## config.mk

```make
export PLATFORM = sky130hd
export DESIGN_NAME = prod_accum_unit
export DESIGN_NICKNAME = d
export VERILOG_FILES = /design/src/rtl/mac_pkg.sv /design/src/rtl/mac_full_add.sv /design/src/rtl/mac_mult_stage.sv /design/src/rtl/mac_acc_stage.sv /design/src/rtl/prod_accum_unit.sv
export SDC_FILE = /design/constraint.sdc
export NUM_CORES = 1
export LEC_CHECK = 0
export ABC_AREA = 1
export BUFFER_PORTS_ARGS = -buffer_cell sky130_fd_sc_hd__buf_4
export CORE_MARGIN = 2
export CORE_UTILIZATION = 56
export DETAILED_ROUTE_END_ITERATION = 10
export GPL_TIMING_DRIVEN = 0
export PLACE_DENSITY = 0.81
export RECOVER_POWER = 25
export SYNTH_ARGS = -nofsm -noshare
export SYNTH_HDL_FRONTEND = slang
export SYNTH_SLANG_ARGS = --single-unit
```

## constraint.sdc

```tcl
create_clock -name clk -period 6.6 [get_ports clk]
set_input_delay 1.32 -clock clk [delete_from_list [all_inputs] [get_ports clk]]
set_output_delay 1.32 -clock clk [all_outputs]
set_load 0.02 [all_outputs]
```

## src/rtl/mac_pkg.sv

```systemverilog
`timescale 1ns/1ps
package mac_pkg;
  localparam int DEF_OP_W  = 8;
  localparam int DEF_ACC_W = 16;

  // Action taken by the accumulator register on an edge
  typedef enum logic [1:0] {
    ACC_HOLD = 2'd0,
    ACC_ADD  = 2'd1,
    ACC_ZERO = 2'd2
  } acc_act_e;
endpackage

```

## src/rtl/mac_full_add.sv

```systemverilog
`timescale 1ns/1ps
module mac_full_add (
  input  logic a_i,
  input  logic b_i,
  input  logic c_i,
  output logic s_o,
  output logic c_o
);
  assign s_o = a_i ^ b_i ^ c_i;
  assign c_o = (a_i & b_i) | (c_i & (a_i ^ b_i));
endmodule

```

## src/rtl/mac_mult_stage.sv

```systemverilog
`timescale 1ns/1ps
module mac_mult_stage #(
  parameter int OP_W = mac_pkg::DEF_OP_W
) (
  input  logic            clk,
  input  logic            rst_n,
  input  logic            acc_en,
  input  logic            clr,
  input  logic [OP_W-1:0] op_a,
  input  logic [OP_W-1:0] op_b,
  output logic            pipe_vld,
  output logic [OP_W-1:0] pipe_hi
);
  localparam int PROD_W = 2 * OP_W;

  logic signed [PROD_W-1:0] a_ext;
  logic signed [PROD_W-1:0] pp [OP_W];
  logic signed [PROD_W-1:0] prod;
  logic [OP_W-1:0]          hi_nxt;
  logic                     vld_nxt;
  logic                     unused_lo;

  assign a_ext = PROD_W'(signed'(op_a));

  // Partial product rows; the top operand bit carries negative weight
  for (genvar i = 0; i < OP_W; i++) begin : g_row
    if (i == OP_W - 1) begin : g_neg
      assign pp[i] = op_b[i] ? -(a_ext <<< i) : '0;
    end else begin : g_pos
      assign pp[i] = op_b[i] ? (a_ext <<< i) : '0;
    end
  end

  always_comb begin
    prod = '0;
    for (int i = 0; i < OP_W; i++) begin
      prod = prod + pp[i];
    end
  end

  assign hi_nxt    = prod[PROD_W-1 -: OP_W];
  assign unused_lo = ^prod[OP_W-1:0];
  assign vld_nxt   = acc_en & ~clr;

  always_ff @(posedge clk or negedge rst_n) begin
    if (!rst_n) begin
      pipe_vld <= 1'b0;
      pipe_hi  <= '0;
    end else begin
      pipe_vld <= vld_nxt;
      if (vld_nxt) begin
        pipe_hi <= hi_nxt;
      end
    end
  end
endmodule

```

## src/rtl/mac_acc_stage.sv

```systemverilog
`timescale 1ns/1ps
module mac_acc_stage
  import mac_pkg::*;
#(
  parameter int OP_W  = DEF_OP_W,
  parameter int ACC_W = DEF_ACC_W
) (
  input  logic             clk,
  input  logic             rst_n,
  input  logic             clr,
  input  logic             pipe_vld,
  input  logic [OP_W-1:0]  pipe_hi,
  output logic [ACC_W-1:0] acc_q,
  output logic             ovf_q
);
  localparam int EXT_W = ACC_W - OP_W;

  logic [ACC_W-1:0] addend;
  logic [ACC_W-1:0] sum;
  logic [ACC_W:0]   carry;
  logic             ovf_add;
  acc_act_e         act;
  logic [ACC_W-1:0] acc_d;
  logic             ovf_d;
  logic             ld_en;

  assign addend   = {{EXT_W{pipe_hi[OP_W-1]}}, pipe_hi};
  assign carry[0] = 1'b0;

  for (genvar i = 0; i < ACC_W; i++) begin : g_bit
    mac_full_add fa_i (
      .a_i (acc_q[i]),
      .b_i (addend[i]),
      .c_i (carry[i]),
      .s_o (sum[i]),
      .c_o (carry[i+1])
    );
  end

  // Signed overflow: carry into the top bit differs from carry out
  assign ovf_add = carry[ACC_W] ^ carry[ACC_W-1];

  always_comb begin
    if (clr) begin
      act = ACC_ZERO;
    end else if (pipe_vld) begin
      act = ACC_ADD;
    end else begin
      act = ACC_HOLD;
    end
  end

  always_comb begin
    acc_d = acc_q;
    ovf_d = ovf_q;
    unique case (act)
      ACC_ZERO: begin
        acc_d = '0;
        ovf_d = 1'b0;
      end
      ACC_ADD: begin
        acc_d = sum;
        ovf_d = ovf_q | ovf_add;
      end
      default: begin
        acc_d = acc_q;
        ovf_d = ovf_q;
      end
    endcase
  end

  assign ld_en = (act != ACC_HOLD);

  always_ff @(posedge clk or negedge rst_n) begin
    if (!rst_n) begin
      acc_q <= '0;
      ovf_q <= 1'b0;
    end else if (ld_en) begin
      acc_q <= acc_d;
      ovf_q <= ovf_d;
    end
  end
endmodule

```

## src/rtl/prod_accum_unit.sv

```systemverilog
`timescale 1ns/1ps
module prod_accum_unit #(
  parameter int OP_W  = mac_pkg::DEF_OP_W,
  parameter int ACC_W = mac_pkg::DEF_ACC_W
) (
  input  logic             clk,
  input  logic             rst_n,
  input  logic             acc_en,
  input  logic             clr,
  input  logic [OP_W-1:0]  op_a,
  input  logic [OP_W-1:0]  op_b,
  output logic [ACC_W-1:0] acc_sum,
  output logic             ovf_flag
);
  logic            pipe_vld;
  logic [OP_W-1:0] pipe_hi;

  mac_mult_stage #(.OP_W(OP_W)) mult_i (
    .clk      (clk),
    .rst_n    (rst_n),
    .acc_en   (acc_en),
    .clr      (clr),
    .op_a     (op_a),
    .op_b     (op_b),
    .pipe_vld (pipe_vld),
    .pipe_hi  (pipe_hi)
  );

  mac_acc_stage #(.OP_W(OP_W), .ACC_W(ACC_W)) acc_i (
    .clk      (clk),
    .rst_n    (rst_n),
    .clr      (clr),
    .pipe_vld (pipe_vld),
    .pipe_hi  (pipe_hi),
    .acc_q    (acc_sum),
    .ovf_q    (ovf_flag)
  );
endmodule

```

# Yosys cells after proc, flatten, opt, wreduce, memory -nomap -nowiden
# Cells that the tools add are included.
# classes
n_mux	12
n_reduce_logical	3
eq_ne	2
addsub	8
bitwise_logic	81
# op_table
cell	count
$mux W16	8
$add A16 B16 Y16	7
$and A1 B1 Y1	32
$pmux W16 S2	1
$xor A1 B1 Y1	32
$neg A16 Y16	1
$or A1 B1 Y1	16
$reduce_bool A2 Y1	2
$eq A2 B1 Y1 const B	1
$eq A2 B2 Y1 const B	1
$mux W2	1
$pmux W1 S2	1
$reduce_and A2 Y1	1
$mux W1	1
$not A1 Y1	1
# totals
output_inout_bits	17
regBits	26
word_cells	110
in_bits	20

# Longest topological paths before layout
# Gate-level depths: netlist of run 1.
# logic_depth
ltp_word	34
ltp_mapped	27
depth_no_buf	26

# Modules after synthesis
# Synthesis of run 1 repeated with hierarchy kept, for this count alone.
# unflattened
cells_unflattened	528
hier_area_um2	4043.9
# by_module_without_submodules
module	area_each_um2	n_inst	cells_per_inst	seq_area_each_um2
mac_mult_stage	3035.4	1	433	225.2
mac_acc_stage	688.2	1	79	425.4
mac_full_add	20.0	16	1	0.0

# Least setup slack after synthesis of run 1
# OpenSTA, ideal clock, no wires.
# synth_timing
path_type	flip-flop to flip-flop
from	reg acc_i.acc_q[0]
to	reg acc_i.ovf_q
t_arrival_ps	6162
setup_time_ps	121
synth_period_minus_slack_ps	6283
required_time_ps	6479
path_stages_with_launch	23
path_slack_ps	317
n_path_buf	0
path_cell_list	dfrtp_1 ha_1 inv_1 fa_1 fa_1 fa_1 fa_1 fa_1 fa_1 fa_1 fa_1 fa_1 fa_1 fa_1 fa_1 inv_1 fa_1 fa_1 inv_1 fa_1 nor2_1 nor2_1 a22o_1
# synth_between
elab_chain_cells	34
# synth_lines
element	line_no	source
from (decl)	mac_acc_stage.sv:13	output logic [ACC_W-1:0] acc_q,
from (signal assigned)	mac_acc_stage.sv:76	acc_q <= '0;
from (signal assigned)	mac_acc_stage.sv:79	acc_q <= acc_d;
$and A1 B1 Y1 * (2 in series)	mac_full_add.sv:10	assign c_o = (a_i & b_i) | (c_i & (a_i ^ b_i));
$or A1 B1 Y1 *	mac_full_add.sv:10	
$and A1 B1 Y1 *	mac_full_add.sv:10	
$or A1 B1 Y1 *	mac_full_add.sv:10	
$and A1 B1 Y1 *	mac_full_add.sv:10	
$or A1 B1 Y1 *	mac_full_add.sv:10	
$and A1 B1 Y1 *	mac_full_add.sv:10	
$or A1 B1 Y1 *	mac_full_add.sv:10	
[... 17 more ...]	--	
$or A1 B1 Y1 *	mac_full_add.sv:10	
$and A1 B1 Y1 *	mac_full_add.sv:10	
$or A1 B1 Y1 *	mac_full_add.sv:10	
$and A1 B1 Y1	mac_full_add.sv:10	
$or A1 B1 Y1	mac_full_add.sv:10	
$xor A1 B1 Y1 *	mac_acc_stage.sv:41	assign ovf_add = carry[ACC_W] ^ carry[ACC_W-1];
$or A1 B1 Y1 *	mac_acc_stage.sv:63	ovf_d = ovf_q | ovf_add;
$pmux W1 S2 *	mac_acc_stage.sv:56	unique case (act)
to (signal assigned)	mac_acc_stage.sv:80	ovf_q <= ovf_d;
to (decl)	mac_acc_stage.sv:14	output logic ovf_q
# Mark *: on every way between the ends. The rest lies on a longest branch, timed or not.
# A chain may end at the register's enable or synchronous reset.

# Worst setup path in the final report of run 1
# Ends and elaborated chain as after synthesis.

==> impl_metrics.py, run 1 <==
metrics = {
    "sta": {
        "timing.final.crit_period_ps": 6250,
        "drv_slew": 0,
        "worst_pin_slew_ps": 1360,
        "slew_headroom_pct": 9.16,
        "finClkSkew_ps": 6.09,
        "setup-violations-final": 0,
        "max_freq_ghz": 0.160,
        "rsz0062_at_grt": "no",
        "hold_viol": 0,
        "finalCritPeriodShare_pct": 94.7,
    },
    "finish": {
        "drive_above_1_share_pct": 13.6,
        "antenna_cells": 0,
        "layout.nets": 635,
        "final_util_pct": 63.8,
        "stdcell_count": 619,
        "final_area_um2": 4380,
        "area_growth_syn_to_layout_pct": 9.30,
        "fillers": 587,
    },
    "logic_synthesis": {
        "syn_area_um2": 4010,
        "synthArstFlopShare_pct": 100,
        "yosys.area.top_type": "fa_1",
        "avgSynthCellArea_um2": 8.12,
        "synthMostInstantiatedCell": "inv_1",
        "synth-seq-cells": 26,
        "synth-edff-count": 0,
        "ys_seq_area_share_pct": 16.2,
        "syn_nets": 604,
        "synth_top_cell_area_share_pct": 34.9,
        "synth_flop_cell": "dfrtp_1",
        "ys_top_cells_by_area": "fa_1 (35%), dfrtp_1 (16%), inv_1 (13%)",
        "yosys_warnings": 0,
        "synth_common_cells": "inv_1 (139), nand2_1 (108), fa_1 (70), dfrtp_1 (26), ha_1 (20)",
        "synth_cells": 494,
        "synth_cell_type_count": 30,
    },
    "worst_hold_path": {
        "min_path_type": "reg -> reg",
        "worstHoldStart": "mult_i.pipe_hi[1]$_DFFE_PN0P_",
        "holdPathEnd": "mult_i.pipe_hi[1]$_DFFE_PN0P_",
        "hold_path_depth": 2,
    },
    "die": {
        "dieArea_um2": 7850,
        "pin_count": 37,
        "core-area_um2": 6870,
        "rows": 30,
        "die_y_um": 88.6,
        "initial_core_util_pct": 58.4,
        "die_w_um": 88.6,
    },
    "detailed_routing": {
        "first_iter_violations": 114,
        "totalWireLength_mm": 7.42,
        "ant_nets": 0,
        "first_pass_iters": 4,
        "drc": 0,
        "via_per_inst": 4.97,
        "vias": 3075,
        "avgRoutedWirePerCell_um": 12.0,
    },
    "clock_network": {
        "clk_latency_ps": 280,
        "ctsHoldBuffers": 0,
        "clock_sinks": 26,
        "cts-buffers-inserted": 3,
        "clk_pin_slew_ps": 90,
        "cts-htree-levels": 1,
        "root_buffer": "clkbuf_8",
        "cts_tree": "yes",
        "clock_path_buffers": 2,
    },
    "critical_path": {
        "rr_startpoint": "acc_i.acc_q[0]$_DFFE_PN0P_",
        "r2r_cells": 22,
        "ff2ff_setup_slack_ps": 350,
        "cp-end-kind": "flip-flop",
        "crit_fanout": 3,
        "crit_type": "reg -> reg",
        "r2r-end": "acc_i.ovf_q$_DFFE_PN0P_",
        "start_kind": "flip-flop",
        "required_ps": 6780,
        "arrival_ps": 6430,
    },
    "power_and_ir_drop": {
        "vdd_ir_drop_max_mv": 0.180,
        "p_total_uw": 1360,
        "power.density_nw_per_um2": 311,
        "p_leak_uw": 0.00245,
    },
    "grt": {
        "grt-ovfl-total": 0,
        "grt_pass1_wl_mm": 13.7,
        "grt_pass1_vias": 3227,
        "grt_antenna_before_repair": 0,
        "grt_max_degree": 27,
        "track_usage_pct": 21.8,
    },
    "place": {
        "io_buffers": 25,
        "place.detailed.hpwl_mm": 6.23,
        "dp_cells": 615,
        "placed_area_um2": 4320,
        "gp_congestion": 0.855,
    },
    "status": {
        "status": "complete, no violations",
    },
    "job": {
        "max_cap_viol_count": 0,
    },
}
-- per-layer routing --
layer | vias to the layer above | track usage (%) | share of wire, %
li1 | 1490 | - | -
met1 | 1527 | 29.8 | 44
met2 | 48 | 37.5 | 52
met3 | 10 | 2.52 | 2.6
met4 | 0 | 5.23 | 1.2
met5 | - | 0 | 0
-- logic make-up (layout without fill, tap and decap cells) --
kind of cell | count (synthesis) | count (layout) | share of synthesized area [%]
compound gates | 41 | 41 | 6.12
simple gates | 157 | 157 | 16.9
flops | 26 | 26 | 16.2
xor+xnor | 7 | 7 | 1.53
buf+inv | 173 | 202 | 18.1
fa+ha+maj | 90 | 90 | 41.2
-- through the flow --
stage	setup TNS [ps]	worst slack (ps)	hold slack, ps
floorplan	0	317	449
global placement	0	96.6	471
detailed placement	-76.6	-76.6	473
CTS	0	30.4	494
global route	0	42.2	531
finish	0	349	488
-- critical path, cell delays in order, from the launching register on --
cell and delay [ps]:
dfrtp_1 360, ha_1 160, inv_1 50, fa_1 370, fa_1 390, fa_2 360
fa_2 350, fa_2 340, fa_2 340, fa_1 390, fa_1 400, fa_2 360
fa_2 360, fa_2 350, fa_1 380, inv_1 90, fa_1 190, fa_1 170
inv_1 70, fa_2 340, nor2_1 100, nor2_1 50, a22o_1 170
-- flip-flops by register name, summed over array words and instances (netlist names) --
signal           count
mult_i.pipe_vld      1
acc_i.ovf_q          1
acc_i.acc_q         16
mult_i.pipe_hi       8
-- cell type report --
| cell class | count | area [um2] | share of cell area [%] |
|---|---|---|---|
| well taps | 96 | 120 | 2.74 |
| repair buffers | 26 | 191 | 4.37 |
| clock buffers | 3 | 41.3 | 0.942 |
| plain buffers | 32 | 195 | 4.45 |
| flip-flops and latches | 26 | 651 | 14.8 |
| inverters | 141 | 529 | 12.1 |
| multi-input cells | 295 | 2660 | 60.6 |
-- how the worst max path moves through the flow --
stage | startpoint | endpoint | slack [ps] | cells after the start
2_1_floorplan | acc_i.acc_q[0]$_DFFE_PN0P_ | acc_i.ovf_q$_DFFE_PN0P_ | 320 | 22
3_3_place_gp | acc_i.acc_q[0]$_DFFE_PN0P_ | acc_i.ovf_q$_DFFE_PN0P_ | 100 | 22
3_5_place_dp | acc_i.acc_q[0]$_DFFE_PN0P_ | acc_i.ovf_q$_DFFE_PN0P_ | -80 | 22
4_1_cts | acc_i.acc_q[0]$_DFFE_PN0P_ | acc_i.ovf_q$_DFFE_PN0P_ | 30 | 22
5_1_grt | acc_i.acc_q[0]$_DFFE_PN0P_ | acc_i.ovf_q$_DFFE_PN0P_ | 40 | 22
6_report | acc_i.acc_q[0]$_DFFE_PN0P_ | acc_i.ovf_q$_DFFE_PN0P_ | 350 | 22
-- placed cells by master, fill, tap and decap left out --
master / count
clkinv_1: 1
buf_2: 3
o21bai_1: 1
nand2_2: 6
xnor2_1: 5
a21oi_1: 9
fa_2: 8
inv_1: 139
nor2_4: 1
o21ai_0: 11
nand3_1: 19
o22ai_1: 13
or2_2: 1
ha_1: 20
nand3b_1: 3
clkbuf_1: 11
fa_1: 62
dfrtp_1: 26
o21ai_1: 3
nor3_1: 4
o21ai_4: 1
o21ai_2: 1
nor2_1: 9
a22o_1: 1
xor2_1: 2
buf_4: 44
nand2_1: 108
nand3_2: 2
inv_2: 1
o21a_1: 1
clkbuf_8: 3
nand4_1: 4
-- where the power goes --
group | internal, uW | switching [uW]
Clock | 41.1 | 50.5
Combinational | 429 | 610
Sequential | 204 | 27.2
Total | 674 | 688
-- what timing repair did --
item                                    CTS  global route
pin swaps                                 0             1
gates resized for setup                   2             6
endpoints found under the setup margin    1             2
setup buffers                             1             0
Note: power is estimated with default switching activity, not from simulation.
==> run 2: changes to the inputs <==
--- a/config.mk
+++ b/config.mk
@@ -7,8 +7,10 @@
 export LEC_CHECK = 0
 export ABC_AREA = 1
 export BUFFER_PORTS_ARGS = -buffer_cell sky130_fd_sc_hd__buf_4
+export CELL_PAD_IN_SITES_DETAIL_PLACEMENT = 1
+export CELL_PAD_IN_SITES_GLOBAL_PLACEMENT = 1
 export CORE_MARGIN = 2
-export CORE_UTILIZATION = 56
+export CORE_UTILIZATION = 42
 export DETAILED_ROUTE_END_ITERATION = 10
 export GPL_TIMING_DRIVEN = 0
 export PLACE_DENSITY = 0.81
==> run 2 against run 1 <==
  * Utilization shrank 16 points
  * Count of clock-buffer cells in the layout grew 1
  * Register-to-register slack lost 150 ps
  * Sequential share of layout area shrank 0.18 points
  * Final area grew 1.2%
  * Flip-flop and latch count is the same
  * Clock skew grew 1.8 ps
  * Critical path depth is the same
  * Critical path type unchanged
  * Critical endpoint unchanged
==> impl_metrics.py, run 2 (synthesized netlist as in run 1, its figures left out) <==
metrics = {
    "finish": {
        "layout.nets": 635,
        "top_regs": "acc_i.acc_q x16, mult_i.pipe_hi x8",
        "top_register": "acc_i.acc_q",
        "fillers": 1152,
        "drive_above_1_share_pct": 13.5,
        "final_common_cell": "inv_1",
        "antenna_cells": 0,
        "area_growth_syn_to_layout_pct": 10.6,
        "layout_common_cells": "inv_1 (139), nand2_1 (108), fa_1 (63)",
        "final_area_um2": 4440,
        "largest_reg_flops": 16,
    },
    "power_and_ir_drop": {
        "p_leak_uw": 0.00246,
        "p_total_uw": 1430,
        "vdd_ir_drop_max_mv": 0.158,
        "power.density_nw_per_um2": 322,
    },
    "place": {
        "gp_congestion": 0.776,
        "dp_slack_ps": -159,
        "placed_area_um2": 4360,
        "place.detailed.hpwl_mm": 7.75,
        "io_buffers": 25,
    },
    "detailed_routing": {
        "ant_nets": 0,
        "first_iter_violations": 51,
        "avgRoutedWirePerCell_um": 13.9,
        "first_pass_iters": 4,
        "drc": 0,
        "via_per_inst": 4.80,
        "vias": 3133,
        "totalWireLength_mm": 9.09,
    },
    "clock_network": {
        "clk_latency_ps": 280,
        "root_buffer": "clkbuf_8",
        "clock_path_buffers": 2,
        "clk_pin_slew_ps": 100,
        "cts-htree-levels": 1,
        "cts-buffers-inserted": 3,
        "cts_tree": "yes",
        "clock_sinks": 26,
        "ctsHoldBuffers": 0,
    },
    "critical_path": {
        "required_ps": 6780,
        "cp-end-kind": "flip-flop",
        "slowest_delay_ps": 400,
        "crit_type": "reg -> reg",
        "crit_fanout": 3,
        "start_kind": "flip-flop",
        "cpMostUsedCell": "fa_1",
        "slowest_stage": "fa_1",
        "crit_chain": "ha_1 -> inv_1 -> fa_1 -> fa_1 -> fa_2 -> fa_1 -> fa_1 -> fa_2 -> fa_2 -> fa_2 -> fa_2 -> fa_2 -> fa_2 -> fa_1 -> inv_1 -> fa_1 -> fa_1 -> inv_1 -> fa_1 -> nor2_1 -> nor2_1 -> a22o_1",
        "arrival_ps": 6580,
    },
    "sta": {
        "worst_pin_slew_ps": 1430,
        "slew_headroom_pct": 4.46,
        "setup_ws_ps": 197,
        "finClkSkew_ps": 7.86,
        "max_freq_ghz": 0.156,
        "finalCritPeriodShare_pct": 97.0,
        "rsz0062_at_grt": "no",
        "hold_viol": 0,
        "setup-violations-final": 0,
        "drv_slew": 0,
        "timing.final.crit_period_ps": 6400,
    },
    "die": {
        "die_w_um": 102,
        "core-area_um2": 9240,
        "initial_core_util_pct": 43.4,
        "die_y_um": 102,
        "pin_count": 37,
        "dieArea_um2": 10300,
        "rows": 35,
    },
    "grt": {
        "grt_antenna_before_repair": 0,
        "grt-ovfl-total": 0,
        "grt_pass1_wl_mm": 16.2,
        "grt_max_degree": 27,
        "track_usage_pct": 19.4,
        "grt_pass1_vias": 3612,
    },
    "worst_hold_path": {
        "min_path_type": "reg -> reg",
    },
    "status": {
        "status": "complete, no violations",
    },
    "job": {
        "max_cap_viol_count": 0,
    },
}
## run 2: final timing paths
| kind | startpoint | to | slack (ps) | cells past startpoint |
|---|---|---|---|---|
| max in group asynchronous | rst_n | mult_i.pipe_hi[3]$_DFFE_PN0P_ | 4400 | 1 |
| worst max register to register | acc_i.acc_q[0]$_DFFE_PN0P_ | acc_i.ovf_q$_DFFE_PN0P_ | 200 | 22 |
| min in group asynchronous | rst_n | acc_i.acc_q[14]$_DFFE_PN0P_ | 1360 | 1 |
| worst min-delay path | mult_i.pipe_hi[0]$_DFFE_PN0P_ | mult_i.pipe_hi[0]$_DFFE_PN0P_ | 500 | 2 |
| worst min register to register | mult_i.pipe_hi[0]$_DFFE_PN0P_ | mult_i.pipe_hi[0]$_DFFE_PN0P_ | 500 | 2 |
| worst max-delay path | acc_i.acc_q[0]$_DFFE_PN0P_ | acc_i.ovf_q$_DFFE_PN0P_ | 200 | 22 |
## run 2: per-stage QoR
stage	utilization (%)	hold slack [ps]	setup TNS (ps)	std cells
6_report	48.0	498	0	653
5_1_grt	48.0	543	0	653
4_1_cts	48.0	510	0	653
3_5_place_dp	47.2	478	-172	648
3_3_place_gp	47.2	473	0	648
2_1_floorplan	-	449	0	494
## run 2: final cells by class
cell class	count	area (um2)	share of cell area, %
Buffer	32	195	4.40
Clock buffer	4	55.1	1.24
Inverter	141	529	11.9
Multi-Input combinational cell	295	2650	59.8
Sequential cell	26	651	14.7
Tap cell	129	161	3.64
Timing Repair Buffer	26	191	4.32
## run 2: what timing repair did
action                     CTS  global route
setup endpoints to repair    2             1
setup buffers                1             0
gates resized for setup      4             3
## run 2: layer usage
layer  part of all wire [%]  vias up  routed length, um  track usage [%]
met3                    1.6       14                143             2.14
li1                       -     1482                  -                -
met2                     55       31               4980             37.2
met1                     42     1606               3840             23.8
met5                      0        -                  0                0
met4                    1.4        0                129             3.12
## run 2: power breakdown
part | switching, uW | leakage (uW) | total, uW | internal [uW]
Combinational | 653 | 0.00209 | 1090 | 436
Clock | 53.4 | 0.0000288 | 107 | 53.5
Sequential | 29.4 | 0.000344 | 233 | 204
Total | 736 | 0.00246 | 1430 | 693
## run 2: critical path, delay by kind of cell (launching register included)
| kind | cells | cell delay, ps |
|---|---|---|
| flip-flops | 1 | 360 |
| buffers and inverters | 3 | 220 |
| AO/OA/AOI/OAI | 1 | 170 |
| AND/OR/NAND/NOR | 2 | 190 |
| adder cells (fa/ha/maj) | 16 | 5370 |
==> run 3: changes to the inputs <==
--- a/config.mk
+++ b/config.mk
@@ -10,11 +10,12 @@
 export CELL_PAD_IN_SITES_DETAIL_PLACEMENT = 1
 export CELL_PAD_IN_SITES_GLOBAL_PLACEMENT = 1
 export CORE_MARGIN = 2
-export CORE_UTILIZATION = 42
+export CORE_UTILIZATION = 46
 export DETAILED_ROUTE_END_ITERATION = 10
 export GPL_TIMING_DRIVEN = 0
-export PLACE_DENSITY = 0.81
+export PLACE_DENSITY = 0.85
 export RECOVER_POWER = 25
 export SYNTH_ARGS = -nofsm -noshare
 export SYNTH_HDL_FRONTEND = slang
+export SYNTH_HIERARCHICAL = 1
 export SYNTH_SLANG_ARGS = --single-unit
==> constraint.sdc (replaced) <==
create_clock -name clk -period 6.8 [get_ports clk]
set_input_delay 1.36 -clock clk [delete_from_list [all_inputs] [get_ports clk]]
set_output_delay 1.36 -clock clk [all_outputs]
set_load 0.02 [all_outputs]
==> run 3 against run 2 <==
  * Worst setup slack got worse by 44 ps
  * Total power shrank 4.8%
  * Utilization is 3.6 points higher
  * Die area fell by 7.6%
  * Sequential share of layout area shrank 0.050 points
  * Register-to-register slack worse by 40 ps
  * Global-route usage grew 2.2 points
  * Highest routed layer unchanged
  * Flip-flop and latch count unchanged
  * Combinational power down 8%
  * Final area increased by 0.54%
  * Via count up 5.4%
==> impl_metrics.py, run 3 <==
metrics = {
    "place": {
        "dp_cells": 661,
        "io_buffers": 25,
        "place.detailed.hpwl_mm": 8.01,
        "gp_congestion": 0.850,
    },
    "logic_synthesis": {
        "synth-edff-count": 0,
        "yosys_warnings": 6,
        "synthArstFlopShare_pct": 100,
        "ys_top_cells_by_area": "fa_1 (35%), nand2_1 (17%), dfrtp_1 (16%)",
        "ys_seq_area_share_pct": 16.1,
        "synth-seq-cells": 26,
        "avgSynthCellArea_um2": 7.66,
        "syn_area_um2": 4040,
        "synth_flop_cell": "dfrtp_1",
        "synth_common_cells": "nand2_1 (179), inv_1 (134), fa_1 (71), dfrtp_1 (26), nor2_1 (20)",
        "synth_top_cell_area_share_pct": 35.1,
        "synth_cell_type_count": 28,
        "synth_cells": 528,
        "syn_nets": 638,
        "yosys.area.top_type": "fa_1",
        "synthMostInstantiatedCell": "nand2_1",
    },
    "finish": {
        "antenna_cells": 0,
        "top_regs": "acc_i/acc_q x16, mult_i/pipe_hi x8",
        "final_common_cell": "nand2_1",
        "final_util_pct": 51.6,
        "top_register": "acc_i/acc_q",
        "drive_above_1_share_pct": 12.5,
        "stdcell_count": 667,
        "layout.nets": 670,
        "largest_reg_flops": 16,
        "layout_common_cells": "nand2_1 (179), inv_1 (134), fa_1 (57)",
        "area_growth_syn_to_layout_pct": 10.3,
    },
    "critical_path": {
        "critical-path-top-delay-family": "adder cells",
        "cpMostUsedCell": "fa_2",
        "crit_fanout": 2,
        "rr_startpoint": "acc_i/acc_q[0]$_DFFE_PN0P_",
        "crit_type": "reg -> reg",
        "arrival_ps": 6810,
        "required_ps": 6960,
        "crit_chain": "fa_2 -> fa_2 -> fa_2 -> fa_2 -> fa_2 -> fa_1 -> fa_2 -> fa_2 -> fa_2 -> fa_2 -> fa_2 -> fa_2 -> fa_2 -> fa_2 -> fa_2 -> fa_1 -> inv_1 -> nand2_1 -> nand3_1 -> nand2_1",
        "start_kind": "flip-flop",
        "r2r-end": "acc_i/ovf_q$_DFFE_PN0P_",
        "cp-end-kind": "flip-flop",
        "critical_path_buf_inv_count": 1,
        "slowest_stage": "dfrtp_2",
        "slowest_delay_ps": 430,
        "r2r_cells": 20,
        "ff2ff_setup_slack_ps": 150,
    },
    "sta": {
        "fin_tns_setup_ps": 0,
        "hold_viol": 0,
        "finalCritPeriodShare_pct": 97.7,
        "timing.final.crit_period_ps": 6650,
        "slew_headroom_pct": 5.43,
        "worst_pin_slew_ps": 1420,
        "max_freq_ghz": 0.150,
        "drv_slew": 0,
        "rsz0062_at_grt": "no",
        "hold-worst-slack_ps": 510,
        "finClkSkew_ps": 11.1,
        "setup-violations-final": 0,
    },
    "detailed_routing": {
        "first_iter_violations": 80,
        "drc": 0,
        "via_per_inst": 4.95,
        "totalWireLength_mm": 9.39,
        "avgRoutedWirePerCell_um": 14.1,
        "vias": 3303,
        "first_pass_iters": 5,
        "ant_nets": 0,
    },
    "worst_hold_path": {
        "min_path_type": "reg -> reg",
        "hold_path_depth": 2,
        "holdPathEnd": "acc_i/ovf_q$_DFFE_PN0P_",
        "worstHoldStart": "acc_i/ovf_q$_DFFE_PN0P_",
    },
    "grt": {
        "grt_antenna_before_repair": 0,
        "track_usage_pct": 21.7,
        "grt_pass1_wl_mm": 17.1,
        "grt-ovfl-total": 0,
        "grt_max_degree": 27,
        "grt_pass1_vias": 3857,
    },
    "die": {
        "core-area_um2": 8640,
        "rows": 34,
        "dieArea_um2": 9560,
        "pin_count": 37,
        "initial_core_util_pct": 46.8,
        "die_y_um": 97.8,
        "die_w_um": 97.8,
    },
    "clock_network": {
        "clk_latency_ps": 280,
        "clock_sinks": 26,
        "root_buffer": "clkbuf_8",
        "ctsHoldBuffers": 0,
        "cts-htree-levels": 1,
        "cts-buffers-inserted": 3,
        "cts_tree": "yes",
        "clk_pin_slew_ps": 100,
        "clock_path_buffers": 2,
    },
    "power_and_ir_drop": {
        "vdd_ir_drop_max_mv": 0.141,
        "p_leak_uw": 0.00265,
        "power.density_nw_per_um2": 305,
    },
    "status": {
        "status": "complete, no violations",
    },
    "job": {
        "max_cap_viol_count": 0,
    },
}
## run 3: cell types whose count changed after synthesis, moves of 5 or more
cell     previous run  this run
inv_1             139       134
buf_4              19         1
nand2_1           108       179
nand3_1            19        14
nor2_1              9        20
o22ai_1            13         0
## run 3: timing repair
item / CTS / global route
endpoints found under the setup margin: 2 / 1
gates resized for setup: 8 / 1
setup buffers: 2 / 0
endpoints found under the hold margin: 0 / 0
cloned: 0 / 0
pin swaps: 3 / 1
## run 3: worst max-delay path by stage
stage | from | endpoint | slack, ps | depth (start not counted)
3_3_place_gp | acc_i/acc_q[0]$_DFFE_PN0P_ | acc_i/ovf_q$_DFFE_PN0P_ | -150 | 20
5_1_grt | acc_i/acc_q[0]$_DFFE_PN0P_ | acc_i/ovf_q$_DFFE_PN0P_ | 6 | 20
3_5_place_dp | acc_i/acc_q[0]$_DFFE_PN0P_ | acc_i/ovf_q$_DFFE_PN0P_ | -320 | 20
6_report | acc_i/acc_q[0]$_DFFE_PN0P_ | acc_i/ovf_q$_DFFE_PN0P_ | 150 | 20
4_1_cts | acc_i/acc_q[0]$_DFFE_PN0P_ | acc_i/ovf_q$_DFFE_PN0P_ | 20 | 20
2_1_floorplan | acc_i/acc_q[0]$_DFFE_PN0P_ | acc_i/ovf_q$_DFFE_PN0P_ | 9 | 20
## run 3: logic make-up (layout without fill, tap and decap cells)
kind of cell,after synthesis,after routing,synth area share (%)
AOI/OAI and AO/OA,20,20,2.57
xor gates and xnor gates,1,1,0.217
adders and majority gates,90,90,41.0
buffers and inverters,153,184,15.4
DFF,26,26,16.1
other,1,1,0.0927
and+or+nand+nor,237,237,24.6
## run 3: where the power goes
group / switching (uW) / leakage [uW] / internal, uW
Sequential: 64.0 / 0.000341 / 199
Combinational: 597 / 0.00229 / 406
Clock: 50.5 / 0.0000228 / 42.1
Total: 712 / 0.00265 / 648
## run 3: worst reg2reg max path: stages, from the launching register on
cell and delay, ps:
dfrtp_2 430, fa_2 390, fa_2 340, fa_2 340
fa_2 350, fa_2 350, fa_1 390, fa_2 350
fa_2 350, fa_2 350, fa_2 410, fa_2 390
fa_2 350, fa_2 340, fa_2 350, fa_2 360
fa_1 390, inv_1 70, nand2_1 60, nand3_1 100
nand2_1 60
## run 3: final cells by class
class	instances	area, um2
fill	1147	4180
multi-input combinational	349	2810
buffer	16	109
timing repair buffer	27	199
tap	108	135
inverter	137	514
clock buffer	4	45.0
sequential	26	652
## run 3: routing by layer
layer	vias up	part of all wire (%)	global-route usage [%]
met5	-	0	0
met1	1692	41	26.6
met4	0	1.4	4.49
met2	32	56	41.2
li1	1565	-	-
met3	14	1.6	2.43
## run 3: through the flow
step / setup slack, ps / instance area, um2 / total power, uW
floorplan: 8.85 / 4060 / 1010
global placement: -148 / 4380 / 1190
detailed placement: -319 / 4380 / 1270
CTS: 16.1 / 4460 / 1380
global route: 6.13 / 4460 / 1570
finish: 153 / 4460 / 1360
